`src/rtl/vfw_pkg.sv`:
```
package vfw_pkg;

  localparam int MODE_W = 4;

  typedef enum logic [MODE_W-1:0] {
    FM_SINGLE     = 4'd0,
    FM_QUAD_FWD   = 4'd1,
    FM_QUAD_BACK  = 4'd2,
    FM_QUAD_TAIL  = 4'd3,
    FM_GROUP_FWD  = 4'd5,
    FM_GROUP_BACK = 4'd9,
    FM_GROUP_TAIL = 4'd13
  } fill_mode_e;

  // Offset of an address from the start of its group, groups counted per line.
  function automatic logic [31:0] group_phase(logic [31:0] off, int line, int grp);
    return (off % line) % grp;
  endfunction

  function automatic logic [31:0] span_first(fill_mode_e m, logic [31:0] off,
                                             int line, int grp, int quad);
    case (m)
      FM_QUAD_BACK:  return off & ~(quad - 1);
      FM_GROUP_BACK: return off - group_phase(off, line, grp);
      default:       return off;
    endcase
  endfunction

  function automatic logic [31:0] span_last(fill_mode_e m, logic [31:0] off,
                                            int line, int grp, int quad);
    case (m)
      FM_QUAD_FWD:   return off + quad - 1;
      FM_QUAD_BACK:  return off;
      FM_QUAD_TAIL:  return off | (quad - 1);
      FM_GROUP_FWD:  return off + grp - 1;
      FM_GROUP_BACK: return off | (quad - 1);
      FM_GROUP_TAIL: return off + grp - 1 - group_phase(off, line, grp);
      default:       return off;
    endcase
  endfunction

endpackage

```
`src/rtl/vfw_mode_reg.sv`:
```
module vfw_mode_reg
  import vfw_pkg::*;
(
  input  logic              clk,
  input  logic              rst_n,
  input  logic              load,
  input  logic [MODE_W-1:0] mode_in,
  output fill_mode_e        mode_q
);

  always_ff @(posedge clk) begin
    if (!rst_n)    mode_q <= FM_SINGLE;
    else if (load) mode_q <= fill_mode_e'(mode_in);
  end

  // the mode only changes on a window write
  p_mode_hold_r1: assert property (@(posedge clk) disable iff (!rst_n)
    !load |=> $stable(mode_q));

  // a window write lands in the register
  p_mode_load_r1: assert property (@(posedge clk) disable iff (!rst_n)
    load |=> (mode_q == $past(mode_in)));

endmodule

```
`src/rtl/vfw_span_calc.sv`:
```
module vfw_span_calc
  import vfw_pkg::*;
#(
  parameter int ADDR_W     = 19,
  parameter int LINE_BYTES = 1024,
  parameter int GROUP_BYTES = 20,
  parameter int QUAD_BYTES = 4
) (
  input  fill_mode_e        mode,
  input  logic [ADDR_W-1:0] off,
  output logic [ADDR_W-1:0] first,
  output logic [ADDR_W-1:0] last
);

  localparam int PAD = 32 - ADDR_W;

  logic [31:0] off_w;
  logic [31:0] first_w;
  logic [31:0] last_w;

  always_comb begin
    off_w   = {{PAD{1'b0}}, off};
    first_w = span_first(mode, off_w, LINE_BYTES, GROUP_BYTES, QUAD_BYTES);
    last_w  = span_last(mode, off_w, LINE_BYTES, GROUP_BYTES, QUAD_BYTES);
    first   = first_w[ADDR_W-1:0];
    last    = last_w[ADDR_W-1:0];
  end

endmodule

```
`src/rtl/vfw_burst_seq.sv`:
```
module vfw_burst_seq #(
  parameter int ADDR_W   = 19,
  parameter int DATA_W   = 8,
  parameter int MAX_SPAN = 20
) (
  input  logic              clk,
  input  logic              rst_n,
  input  logic              start,
  input  logic [ADDR_W-1:0] first,
  input  logic [ADDR_W-1:0] last,
  input  logic [DATA_W-1:0] data,
  output logic              busy,
  output logic              at_last,
  output logic [ADDR_W-1:0] wr_addr,
  output logic [DATA_W-1:0] wr_data
);

  logic              busy_q;
  logic [ADDR_W-1:0] cur_q;
  logic [ADDR_W-1:0] last_q;
  logic [DATA_W-1:0] data_q;

  assign busy    = busy_q;
  assign at_last = busy_q && (cur_q == last_q);
  assign wr_addr = cur_q;
  assign wr_data = data_q;

  always_ff @(posedge clk) begin
    if (!rst_n) begin
      busy_q <= 1'b0;
      cur_q  <= '0;
      last_q <= '0;
      data_q <= '0;
    end else if (!busy_q) begin
      if (start) begin
        busy_q <= 1'b1;
        cur_q  <= first;
        last_q <= last;
        data_q <= data;
      end
    end else if (at_last) begin
      busy_q <= 1'b0;
    end else begin
      cur_q <= cur_q + 1'b1;
    end
  end

  // consecutive ascending addresses inside a burst
  p_step_r9: assert property (@(posedge clk) disable iff (!rst_n)
    (busy_q && !at_last) |=> (busy_q && cur_q == $past(cur_q) + 1'b1));

  // the burst ends right after its last byte
  p_end_r9: assert property (@(posedge clk) disable iff (!rst_n)
    at_last |=> !busy_q);

  // a new span only begins while idle
  p_accept_idle_r10: assert property (@(posedge clk) disable iff (!rst_n)
    (start && busy_q) |=> (cur_q == $past(cur_q) + 1'b1 || !busy_q));

  // no span is longer than one group
  p_span_len_r6: assert property (@(posedge clk) disable iff (!rst_n)
    (start && !busy_q) |-> ((last - first) < ADDR_W'(MAX_SPAN)));

endmodule

```
`src/rtl/vram_fill_writer.sv`:
```
module vram_fill_writer
  import vfw_pkg::*;
#(
  parameter int ADDR_W      = 19,
  parameter int DATA_W      = 8,
  parameter int LINE_BYTES  = 1024,
  parameter int GROUP_BYTES = 20,
  parameter int QUAD_BYTES  = 4
) (
  input  logic              clk,
  input  logic              rst_n,
  input  logic              req_valid,
  input  logic              req_write,
  input  logic              req_sel_mode,
  input  logic [ADDR_W-1:0] req_addr,
  input  logic [DATA_W-1:0] req_wdata,
  output logic              req_ready,
  output logic [DATA_W-1:0] rd_data,
  output logic              busy,
  output logic              mem_en,
  output logic              mem_we,
  output logic [ADDR_W-1:0] mem_addr,
  output logic [DATA_W-1:0] mem_wdata,
  input  logic [DATA_W-1:0] mem_rdata
);

  localparam int WIN_AW = MODE_W + 1;

  logic              accept;
  logic              mode_load;
  logic              fill_start;
  logic              direct_read;
  logic              seq_busy;
  logic              seq_last;
  fill_mode_e        mode_q;
  logic [ADDR_W-1:0] span_lo;
  logic [ADDR_W-1:0] span_hi;
  logic [ADDR_W-1:0] seq_addr;
  logic [DATA_W-1:0] seq_data;

  assign req_ready   = !seq_busy;
  assign busy        = seq_busy;
  assign accept      = req_valid && req_ready;
  assign mode_load   = accept && req_write && req_sel_mode;
  assign fill_start  = accept && req_write && !req_sel_mode;
  assign direct_read = accept && !req_write && !req_sel_mode;

  vfw_mode_reg u_mode (
    .clk     (clk),
    .rst_n   (rst_n),
    .load    (mode_load),
    .mode_in (req_addr[WIN_AW-1:1]),
    .mode_q  (mode_q)
  );

  vfw_span_calc #(
    .ADDR_W      (ADDR_W),
    .LINE_BYTES  (LINE_BYTES),
    .GROUP_BYTES (GROUP_BYTES),
    .QUAD_BYTES  (QUAD_BYTES)
  ) u_span (
    .mode  (mode_q),
    .off   (req_addr),
    .first (span_lo),
    .last  (span_hi)
  );

  vfw_burst_seq #(
    .ADDR_W   (ADDR_W),
    .DATA_W   (DATA_W),
    .MAX_SPAN (GROUP_BYTES)
  ) u_seq (
    .clk     (clk),
    .rst_n   (rst_n),
    .start   (fill_start),
    .first   (span_lo),
    .last    (span_hi),
    .data    (req_wdata),
    .busy    (seq_busy),
    .at_last (seq_last),
    .wr_addr (seq_addr),
    .wr_data (seq_data)
  );

  always_comb begin
    mem_en    = seq_busy || direct_read;
    mem_we    = seq_busy;
    mem_addr  = seq_busy ? seq_addr : req_addr;
    mem_wdata = seq_data;
    rd_data   = mem_rdata;
  end

  // no frame-buffer write outside a burst
  p_no_idle_write_r11: assert property (@(posedge clk) disable iff (!rst_n)
    !seq_busy |-> !mem_we);

  // the bus is held off for the whole burst
  p_hold_off_r9: assert property (@(posedge clk) disable iff (!rst_n)
    fill_start |=> (seq_busy && !req_ready));

  // the final byte of a burst is a write
  p_last_is_write_r9: assert property (@(posedge clk) disable iff (!rst_n)
    seq_last |-> (mem_en && mem_we));

endmodule

```
`config.mk`:
```
export PLATFORM = sky130hd
export DESIGN_NAME = vram_fill_writer
export DESIGN_NICKNAME = d
export VERILOG_FILES = /design/src/rtl/vfw_pkg.sv /design/src/rtl/vfw_mode_reg.sv /design/src/rtl/vfw_span_calc.sv /design/src/rtl/vfw_burst_seq.sv /design/src/rtl/vram_fill_writer.sv
export SDC_FILE = /design/constraint.sdc
export NUM_CORES = 1
export LEC_CHECK = 0
export BUFFER_PORTS_ARGS = -buffer_cell sky130_fd_sc_hd__buf_2
export CAP_MARGIN = 10
export CORE_MARGIN = 4
export CORE_UTILIZATION = 28
export CTS_CLUSTER_SIZE = 30
export DETAILED_ROUTE_END_ITERATION = 10
export SETUP_SLACK_MARGIN = 0.3
export SYNTH_ARGS = -nofsm -noshare
export SYNTH_HDL_FRONTEND = slang
export SYNTH_SLANG_ARGS = --single-unit
```
`constraint.sdc`:
```
create_clock -name clk -period 6.44 [get_ports clk]
set_clock_uncertainty 0.05 [all_clocks]
set_input_delay 0.322 -clock clk [delete_from_list [all_inputs] [get_ports clk]]
set_output_delay 0.322 -clock clk [all_outputs]
set_load 0.03 [all_outputs]
```
==> flow_summary.toml <==
[status]
outcome = "finished, final reports clean"

[placed_design]
globalplace.congestion = 0.924
port_buffers = 62
hpwl_mm = 18.9

[routing]
finalWirelength_mm = 25.1
drt-pass1-iter-count = 5
num_vias = 8100
final_antenna_net_count = 0
vias_per_cell = 5.68
wl_per_cell_um = 17.6
drc = 0
drt_iter0_drc = 940

[clock_network]
cts_buffers = 5
clk_pin_slew_ps = 70
cts_max_level = 2
cts_buffer_depth = 2
clock_latency_ps = 300
cts_tree = "built"
clock_sinks = 51
cts-root-buf = "clkbuf_16"

[floorplan]
start_util = 0.285
core-area_um2 = 26100
design.die.area_um2 = 29200
die_y_um = 171
io_pins = 79
rows = 59
die_x_um = 171

[job]
drv_cap = 0

[global_routing]
antenna_found_initial = 1
grt_max_degree = 56
overflow = 0
grt.total_usage = 0.162
grt_pass1_vias = 7484
grt_pass1_wl_mm = 39.4

[layout]
fillers = 2825
antenna_cells = 0
seqCellArea_um2 = 1020
drive_gt1_frac = 0.193
areaGrowthSynthToFinish_pct = 13.4
multiInputGateArea_um2 = 6060
nets = 1159
final_common_cell = "nand2_1"
post-route-util = 0.323
layout_common_cells = "118 x nand2_1, 91 x a21oi_1, 90 x o21ai_0"

[logic_synthesis]
synth_area_um2 = 7440
synth_flop_cell = "dfxtp_1"
async_flop_share = 0
syn_nets = 1130
synth_warnings = 0
synth_cells = 1060
synth_area_per_cell_um2 = 7.02
synth-seq-cells = 51
synth_edf_count = 0
ys_types = 106
ys_seq_area_frac = 0.137

[pwr]
fin_total_pwr_uw = 1800
peakVddDrop_mv = 0.107
leakagePower_uw = 0.00314
p_per_area_nw_per_um2 = 214

[setup_path]
worst_path_max_delay_cell = "a311o_2"
cp_data_arrival_time_ps = 5950
critical_path_class = "in -> reg"
start_kind = "input port"
critical_path.max_fanout = 5
crit_required_ps = 6560
max_stage_delay_ps = 450
end_kind = "flop"

[timing]
slew_violations = 0
period_share = 0.905
tightest_slew_ps = 1210
max_freq_mhz = 172
max_slew_margin = 0.190
rsz0062_at_grt = "false"
tns_ps = 0
min_period_ps = 5830
setup_viol = 0
hold_viol = 0

[hold_path]
hold_path.class = "in -> reg"
## report_power, final
group	switching [uW]	internal, uW	total, uW
registers	24.7	334	359
logic	696	467	1160
clock network	134	146	280
## through the flow
stage / hold WS, ps / area (um^2) / setup WS, ps / std cells
after CTS: 194 / 8200 / 302 / 1416
after global placement: 389 / 8060 / 64.7 / 1408
after detailed placement: 393 / 8060 / 10.0 / 1408
after floorplan: 394 / 7450 / 316 / 1060
after global routing: 198 / 8430 / 240 / 1425
final: 198 / 8430 / 613 / 1425
## state kept, by name, indices dropped and copies added (netlist names)
name           count
u_mode.mode_q      4
u_seq.wr_data      8
u_seq.busy         1
u_seq.wr_addr     19
u_seq.last_q      19
## repair_timing
item	4_1_cts	5_1_grt
setup buffers	0	9
endpoints found under the setup margin	1	23
pin swaps	0	16
hold buffers	0	0
hold endpoints to repair	0	0
gates resized for setup	2	31
## synthesized netlist by cell type (all sizes together), types with 30 or more instances
master,count,area (um^2)
a21oi,91,455
buf,38,238
clkbuf,50,188
dfxtp,51,1020
inv,30,113
nand2,119,449
nand3,36,180
nor2,89,342
nor3,43,253
o21ai,97,493
xnor2,41,382
xor2,43,377
## cell families (layout without fill, tap and decap cells)
kind of cell,Yosys count,in the layout,synth area share
AND/OR/NAND/NOR,405,405,0.276
AO/OA/AOI/OAI,355,355,0.335
buffers and inverters,118,148,0.0723
XOR/XNOR,85,85,0.105
flip-flops,51,51,0.137
adder cells (fa/ha/maj),35,35,0.0585
multiplexers,11,11,0.0165
## critical path, delay by kind of cell
| kind | cells | cell delay, ps |
|---|---|---|
| adder cells (fa/ha/maj) | 2 | 540 |
| XOR/XNOR | 2 | 250 |
| AO/OA/AOI/OAI | 12 | 3150 |
| AND/OR/NAND/NOR | 10 | 1340 |
| buffers and inverters | 3 | 350 |
## routing by layer
| metal | up-vias | global-route usage | part of all wire |
|---|---|---|---|
| met2 | 232 | 0.271 | 0.47 |
| li1 | 3971 | - | - |
| met1 | 3853 | 0.221 | 0.46 |
| met5 | - | 0 | 0.00028 |
| met4 | 2 | 0.0434 | 0.021 |
| met3 | 42 | 0.0196 | 0.046 |
## layout make-up
type / instances / share of cell area
Clock inverter: 2 / 0.00193
Sequential cell: 51 / 0.121
Clock buffer: 6 / 0.0153
Timing Repair Buffer: 110 / 0.0800
Multi-Input combinational cell: 891 / 0.719
Tap cell: 335 / 0.0497
Inverter: 30 / 0.0134
## worst paths after layout
check / from / endpoint / slack, ps / cells past startpoint
hold / removal: req_wdata[1] / u_seq.wr_data[1]$_SDFFE_PN0P_ / 200 / 3
setup / recovery: req_addr[7] / u_seq.wr_addr[18]$_SDFFE_PN0P_ / 610 / 29
setup reg to reg: u_mode.mode_q[0]$_SDFFE_PN0P_ / u_seq.wr_addr[5]$_SDFFE_PN0P_ / 3540 / 8
hold reg to reg: u_seq.wr_data[2]$_SDFFE_PN0P_ / u_seq.wr_data[2]$_SDFFE_PN0P_ / 400 / 2
Power figures use the tool's default switching activity.
